==> src/rtl/i2cwf_pkg.sv <==
package i2cwf_pkg;
    typedef enum logic [2:0] {
        ST_IDLE,
        ST_ADDR,
        ST_ADDR_ACK,
        ST_WR_DATA,
        ST_WR_ACK,
        ST_RD_DATA,
        ST_RD_ACK,
        ST_IGNORE
    } i2cwf_state_e;
endpackage

==> src/rtl/i2cwf_bus_edges.sv <==
module i2cwf_bus_edges (
    input  logic clk,
    input  logic rst_n,
    input  logic scl_i,
    input  logic sda_i,
    output logic scl_rise,
    output logic scl_fall,
    output logic start_det,
    output logic stop_det
);
    logic scl_q;
    logic sda_q;

    always_ff @(posedge clk) begin
        if (!rst_n) begin
            scl_q <= 1'b1;
            sda_q <= 1'b1;
        end else begin
            scl_q <= scl_i;
            sda_q <= sda_i;
        end
    end

    always_comb begin
        scl_rise  = scl_i & ~scl_q;
        scl_fall  = ~scl_i & scl_q;
        start_det = scl_i & scl_q & sda_q & ~sda_i;
        stop_det  = scl_i & scl_q & ~sda_q & sda_i;
    end
endmodule

==> src/rtl/i2cwf_files.sv <==
module i2cwf_files #(
    parameter int FILE_BYTES = 64,
    parameter int WORD_BYTES = 4,
    localparam int WORDS  = FILE_BYTES / WORD_BYTES,
    localparam int WA_W   = $clog2(WORDS),
    localparam int BO_W   = $clog2(FILE_BYTES),
    localparam int LANE_W = $clog2(WORD_BYTES),
    localparam int BI_W   = BO_W + 3,
    localparam int WBITS  = 8 * WORD_BYTES,
    localparam int WB_W   = LANE_W + 3
) (
    input  logic             clk,
    input  logic             rst_n,
    input  logic             rx_we,
    input  logic [BO_W-1:0]  rx_off,
    input  logic [7:0]       rx_byte,
    input  logic [BI_W-1:0]  tx_idx,
    output logic             tx_bit,
    input  logic             host_we,
    input  logic             host_sel,
    input  logic [WA_W-1:0]  host_addr,
    input  logic [WBITS-1:0] host_wdata,
    output logic [WBITS-1:0] host_rdata
);
    logic [WBITS-1:0] rx_mem [WORDS];
    logic [WBITS-1:0] tx_mem [WORDS];

    logic [WA_W-1:0] rx_word;
    logic [WB_W-1:0] rx_base;
    logic [BO_W-1:0] tx_off;
    logic [WA_W-1:0] tx_word;
    logic [WB_W-1:0] tx_bitsel;

    always_comb begin
        rx_word   = rx_off[BO_W-1:LANE_W];
        rx_base   = {rx_off[LANE_W-1:0], 3'b000};
        tx_off    = tx_idx[BI_W-1:3];
        tx_word   = tx_off[BO_W-1:LANE_W];
        tx_bitsel = {tx_off[LANE_W-1:0], ~tx_idx[2:0]};
    end

    genvar gw;
    generate
        for (gw = 0; gw < WORDS; gw++) begin : g_word
            localparam logic [WBITS-1:0] TX_INIT = (gw == 0) ? '1 : '0;
            always_ff @(posedge clk) begin
                if (!rst_n) begin
                    rx_mem[gw] <= '0;
                    tx_mem[gw] <= TX_INIT;
                end else begin
                    if (rx_we && rx_word == WA_W'(gw))
                        rx_mem[gw][rx_base +: 8] <= rx_byte;
                    if (host_we && host_addr == WA_W'(gw))
                        tx_mem[gw] <= host_wdata;
                end
            end
        end
    endgenerate

    always_comb begin
        tx_bit     = tx_mem[tx_word][tx_bitsel];
        host_rdata = host_sel ? tx_mem[host_addr] : rx_mem[host_addr];
    end
endmodule

==> src/rtl/i2cwf_fsm.sv <==
module i2cwf_fsm
    import i2cwf_pkg::*;
#(
    parameter logic [6:0] DEV_ADDR = 7'h50,
    parameter int         BO_W     = 6,
    localparam int        BI_W     = BO_W + 3
) (
    input  logic            clk,
    input  logic            rst_n,
    input  logic            scl_rise,
    input  logic            scl_fall,
    input  logic            start_det,
    input  logic            stop_det,
    input  logic            sda_i,
    input  logic            tx_bit,
    output logic            rx_we,
    output logic [BO_W-1:0] rx_off,
    output logic [7:0]      rx_byte,
    output logic [BO_W-1:0] wr_ptr,
    output logic [BI_W-1:0] rd_ptr,
    output logic            sda_oe,
    output logic            irq
);
    i2cwf_state_e state, nxt;
    logic [3:0] bitcnt;
    logic [7:0] shreg;
    logic       rw_q;
    logic       nack_q;
    logic       wsess;
    logic       byte_done;
    logic       addr_hit;

    always_comb begin
        byte_done = scl_fall && (bitcnt == 4'd8);
        addr_hit  = (shreg[7:1] == DEV_ADDR);
    end

    // next-state decision
    always_comb begin
        nxt = state;
        if (stop_det) begin
            nxt = ST_IDLE;
        end else if (start_det) begin
            nxt = ST_ADDR;
        end else begin
            unique case (state)
                ST_IDLE:     nxt = ST_IDLE;
                ST_ADDR:     if (byte_done) nxt = addr_hit ? ST_ADDR_ACK : ST_IGNORE;
                ST_ADDR_ACK: if (scl_fall) nxt = rw_q ? ST_RD_DATA : ST_WR_DATA;
                ST_WR_DATA:  if (byte_done) nxt = ST_WR_ACK;
                ST_WR_ACK:   if (scl_fall) nxt = ST_WR_DATA;
                ST_RD_DATA:  if (scl_fall && bitcnt == 4'd7) nxt = ST_RD_ACK;
                ST_RD_ACK:   if (scl_fall) nxt = nack_q ? ST_IGNORE : ST_RD_DATA;
                ST_IGNORE:   nxt = ST_IGNORE;
                default:     nxt = ST_IDLE;
            endcase
        end
    end

    // state register
    always_ff @(posedge clk) begin
        if (!rst_n) state <= ST_IDLE;
        else        state <= nxt;
    end

    // outputs from state
    always_comb begin
        sda_oe  = 1'b0;
        rx_we   = 1'b0;
        rx_off  = wr_ptr;
        rx_byte = shreg;
        unique case (state)
            ST_ADDR_ACK, ST_WR_ACK: sda_oe = 1'b1;
            ST_RD_DATA:             sda_oe = ~tx_bit;
            ST_WR_DATA:             rx_we  = byte_done && !start_det && !stop_det;
            default:                sda_oe = 1'b0;
        endcase
    end

    // datapath registers
    always_ff @(posedge clk) begin
        if (!rst_n) begin
            bitcnt <= '0;
            shreg  <= '0;
            rw_q   <= 1'b0;
            nack_q <= 1'b0;
            wsess  <= 1'b0;
            wr_ptr <= '0;
            rd_ptr <= '0;
            irq    <= 1'b0;
        end else begin
            irq <= (start_det || stop_det) && wsess;
            if (start_det || stop_det) begin
                bitcnt <= '0;
                wsess  <= 1'b0;
            end else begin
                if (scl_rise && (state == ST_ADDR || state == ST_WR_DATA)) begin
                    shreg  <= {shreg[6:0], sda_i};
                    bitcnt <= bitcnt + 4'd1;
                end
                if (scl_rise && state == ST_RD_ACK)
                    nack_q <= sda_i;
                if (state == ST_ADDR && byte_done) begin
                    bitcnt <= '0;
                    rw_q   <= shreg[0];
                    wsess  <= addr_hit && !shreg[0];
                end
                if (rx_we) begin
                    bitcnt <= '0;
                    wr_ptr <= wr_ptr + 1'b1;
                end
                if (state == ST_RD_DATA && scl_fall) begin
                    rd_ptr <= rd_ptr + 1'b1;
                    bitcnt <= (bitcnt == 4'd7) ? 4'd0 : bitcnt + 4'd1;
                end
            end
        end
    end
endmodule

==> src/rtl/i2c_wordfile_target.sv <==
module i2c_wordfile_target #(
    parameter logic [6:0] DEV_ADDR   = 7'h50,
    parameter int         FILE_BYTES = 64,
    parameter int         WORD_BYTES = 4,
    localparam int        WORDS = FILE_BYTES / WORD_BYTES,
    localparam int        WA_W  = $clog2(WORDS),
    localparam int        BO_W  = $clog2(FILE_BYTES),
    localparam int        BI_W  = BO_W + 3,
    localparam int        WBITS = 8 * WORD_BYTES
) (
    input  logic             clk,
    input  logic             rst_n,
    input  logic             scl_i,
    input  logic             sda_i,
    output logic             sda_oe,
    input  logic             host_we,
    input  logic             host_sel,
    input  logic [WA_W-1:0]  host_addr,
    input  logic [WBITS-1:0] host_wdata,
    output logic [WBITS-1:0] host_rdata,
    output logic [BO_W-1:0]  wr_ptr,
    output logic [BI_W-1:0]  rd_ptr,
    output logic             irq_wr_done
);
    logic scl_rise, scl_fall, start_det, stop_det;
    logic rx_we, tx_bit;
    logic [BO_W-1:0] rx_off;
    logic [7:0]      rx_byte;

    i2cwf_bus_edges u_edges (
        .clk       (clk),
        .rst_n     (rst_n),
        .scl_i     (scl_i),
        .sda_i     (sda_i),
        .scl_rise  (scl_rise),
        .scl_fall  (scl_fall),
        .start_det (start_det),
        .stop_det  (stop_det)
    );

    i2cwf_fsm #(.DEV_ADDR(DEV_ADDR), .BO_W(BO_W)) u_fsm (
        .clk       (clk),
        .rst_n     (rst_n),
        .scl_rise  (scl_rise),
        .scl_fall  (scl_fall),
        .start_det (start_det),
        .stop_det  (stop_det),
        .sda_i     (sda_i),
        .tx_bit    (tx_bit),
        .rx_we     (rx_we),
        .rx_off    (rx_off),
        .rx_byte   (rx_byte),
        .wr_ptr    (wr_ptr),
        .rd_ptr    (rd_ptr),
        .sda_oe    (sda_oe),
        .irq       (irq_wr_done)
    );

    i2cwf_files #(.FILE_BYTES(FILE_BYTES), .WORD_BYTES(WORD_BYTES)) u_files (
        .clk        (clk),
        .rst_n      (rst_n),
        .rx_we      (rx_we),
        .rx_off     (rx_off),
        .rx_byte    (rx_byte),
        .tx_idx     (rd_ptr),
        .tx_bit     (tx_bit),
        .host_we    (host_we),
        .host_sel   (host_sel),
        .host_addr  (host_addr),
        .host_wdata (host_wdata),
        .host_rdata (host_rdata)
    );
endmodule

==> config.mk <==
export PLATFORM = sky130hd
export DESIGN_NAME = i2c_wordfile_target
export DESIGN_NICKNAME = d
export VERILOG_FILES = /design/src/rtl/i2cwf_pkg.sv /design/src/rtl/i2cwf_bus_edges.sv /design/src/rtl/i2cwf_files.sv /design/src/rtl/i2cwf_fsm.sv /design/src/rtl/i2c_wordfile_target.sv
export SDC_FILE = /design/constraint.sdc
export NUM_CORES = 2
export LEC_CHECK = 0
export BUFFER_PORTS_ARGS = -buffer_cell sky130_fd_sc_hd__buf_2
export CAP_MARGIN = 20
export CORE_UTILIZATION = 43
export CTS_CLUSTER_DIAMETER = 30
export DETAILED_ROUTE_END_ITERATION = 10
export GPL_ROUTABILITY_DRIVEN = 0
export PLACE_DENSITY_LB_ADDON = 0.15
export SYNTH_ARGS = -nofsm -noshare
export SYNTH_HDL_FRONTEND = slang
export SYNTH_SLANG_ARGS = --single-unit
==> constraint.sdc <==
create_clock -name clk -period 6.65 [get_ports clk]
set_input_delay 0.3325 -clock clk [delete_from_list [all_inputs] [get_ports clk]]
set_output_delay 0.3325 -clock clk [all_outputs]
set_load 0.05 [all_outputs]
==> impl_metrics.ini <==
[yosys]
synth_cells = 3423
synthArstFlopShare_pct = 0
syn_area_um2 = 51460
synth-edff-count = 1024
yosysTopAreaCellShare_pct = 59.75
ys_types = 60
seq_area_frac_synth_pct = 61.31
ys_warn_count = 0
synth_nets = 3473
synth_top_area_cell = edfxtp_1
synth_ff_type = edfxtp_1
syn_area_per_cell_um2 = 15.03
synthTopCellsByArea = edfxtp_1 60%, mux4_2 19%, and2_1 6.0%
synth-seq-cells = 1064

[clock_network]
clk_pin_slew_ns = 0.04
clock_latency_ns = 0.81
root_buffer = clkbuf_16
htreeDepth = 4
clock_path_buffers = 3
cts.repair.resized = 0
cts.sinks = 1064
post_cts.repair.setup_buffers = 0
cts_tree = yes
cts_buffers = 231

[hold_path]
min_from = host_wdata[5]
hp-class = in -> reg
min_to = u_files.tx_mem[0][5]
hold_depth = 2

[timing]
hold_viol = 0
finalCritPeriodShare_pct = 72.06
setup_viol = 0
finClkSkew_ns = 0.03292
worst_pin_slew_ns = 1.097
clock.fmax_mhz = 208.7
grt_setup_unrepaired = no
final.setup.tns_ns = 0
whs_ns = 0.03589
drv_slew = 0
slew_headroom_pct = 26.86
layout_min_cycle_time_ns = 4.792

[routing]
drt-total-wl_mm = 161.8
drc = 0
via_count = 32410
drt-pass1-iter-count = 8
vias_per_cell = 6.036
ant_nets = 0
wire_per_inst_um = 30.13
first_iter_violations = 4211

[layout]
fin_area_um2 = 61800
final_cell_mix = 1024 x edfxtp_1, 549 x nor2_1, 492 x and2_1, 435 x mux4_2, 234 x clkbuf_16
layout_commonest_cell = edfxtp_1
fin_cells = 5369
final_nets = 3611
area_growth_pct = 20.09
drive_above_1_share_pct = 27.39

[floorplan]
fp.dieH_um = 347.9
initial_core_util_pct = 43.46
rows = 126
dieWidth_um = 347.9
num_io_pins = 91
coreArea_um2 = 118400
die_area_um2 = 121100

[setup_path]
critical-path-max-stage-delay_ns = 0.78
ff2ff_setup_slack_ns = 2.75
critPathSlowestCell = dfxtp_4
cp.required_ns = 6.32
startpoint_type = flip-flop
worstPathCellList = buf_12 > mux4_2 > a22oi_1 > nand2_1 > a2111oi_2 > o21ai_1 > nand4_1 > a41o_1 > buf_2
reg2reg_depth = 7
crit_path_max_fanout = 81
arrival_ns = 4.46
rr_endpoint = u_files.rx_mem[7][8]
setup.worst_path.class = reg -> out
reg2reg_from = u_fsm.state[0]
end_kind = primary output

[placed_design]
dp_hpwl_mm = 98.06
place_inst = 4901
placed_area_um2 = 53590
port_buffers = 90

[grt]
antenna_found_initial = 9
grt_first_pass_wirelength_mm = 233.6
grt_max_degree = 117
grt-ovfl-total = 0
grtUsageTotal_pct = 26.94
grt_pass1_vias = 33140

[outcome]
status = complete, no violations

[pwr]
ir_drop_mv = 0.2959
power.leakage_nw = 20.29
power_density_nw_per_um2 = 336.0

[run]
maxCapViolCount = 0
how the worst max path moves through the flow:
stage                            endpoint  slack, ns  depth (start not counted)
floorplan           u_files.tx_mem[12][0]       2.33                          6
global route                       sda_oe       1.75                          9
global placement                   sda_oe       2.80                          9
CTS                                sda_oe       1.97                          9
finish                             sda_oe       1.86                          9
detailed placement  u_files.rx_mem[7][12]       2.74                          8
timing repair:
item / 4_1_cts / 5_1_grt
endpoints found under the hold margin: 309 / 0
hold buffers: 26 / 0
setup endpoints to repair: 0 / 0
flip-flops by register name, indices dropped and copies added, names as in the netlist, 3 cells and up, named ones only:
name	flops
u_files.rx_mem	512
u_files.tx_mem	512
u_fsm.rd_ptr	9
u_fsm.rx_byte	8
u_fsm.rx_off	6
u_fsm.bitcnt	4
u_fsm.state	3
stage by stage:
stage | setup WS, ns | power (mW) | util (%)
final | 1.858 | 20.77 | 52.20
after CTS | 1.969 | 20.84 | 52.16
after detailed placement | 2.741 | 9.389 | 45.27
after global routing | 1.750 | 21.26 | 52.19
after global placement | 2.795 | 9.348 | 45.27
after floorplan | 2.332 | 8.833 | -
critical path, delay by kind of cell, from the launching register on:
kind	cells	cell delay [ns]
flip-flops	1	0.78
multiplexers	1	0.41
AND/OR/NAND/NOR	2	0.26
AO/OA/AOI/OAI	4	1.14
buffers and inverters	2	0.74
metal layers:
layer | vias to the layer above | global-route usage (%) | wire length, um
met3 | 278 | 5.269 | 14380
li1 | 13330 | - | -
met5 | - | 0 | 15
met1 | 16990 | 37.74 | 66230
met4 | 2 | 9.278 | 5106
met2 | 1803 | 42.16 | 76020
Yosys cell counts (all sizes together), types with 4 or more instances:
master / n
o21a: 4
clkbuf: 199
a221oi: 6
or3: 38
mux2i: 32
nand3: 21
nand3b: 8
a211oi: 4
xnor2: 11
o21ai: 35
a21boi: 12
nand4: 9
edfxtp: 1024
ha: 8
mux2: 33
nor2b: 13
mux4: 444
inv: 11
nor3: 12
a22oi: 24
nand2: 231
or2: 4
a21oi: 15
nor2: 564
nand2b: 10
dfxtp: 40
and2: 494
buf: 75
cell families (layout without fill, tap and decap cells):
logic type,after synthesis,count (layout),share of synthesized area [%]
multiplexers,509,509,20.84
other,0,5,0
AO/OA/AOI/OAI,126,126,1.670
flip-flops,1064,1064,61.31
adder cells (fa/ha/maj),8,8,0.1945
AND/OR/NAND/NOR,1417,1417,13.34
buffers and inverters,285,626,2.405
XOR/XNOR,14,14,0.2383
cell type report:
cell class	count	area (um^2)
inverters	11	41.29
clock buffers	274	6046
flip-flops and latches	1064	31560
clock inverters	162	1862
multi-input cells	2074	18970
well taps	1600	2002
diodes	5	12.51
repair buffers	179	1310
fillers	9664	56600
power breakdown:
group	total (mW)	switching, mW	internal [mW]
logic	1.41	0.864	0.551
registers	7.88	0.158	7.72
clock network	11.5	3.73	7.75
total	20.8	4.75	16.0
Power figures use the tool's default switching activity.
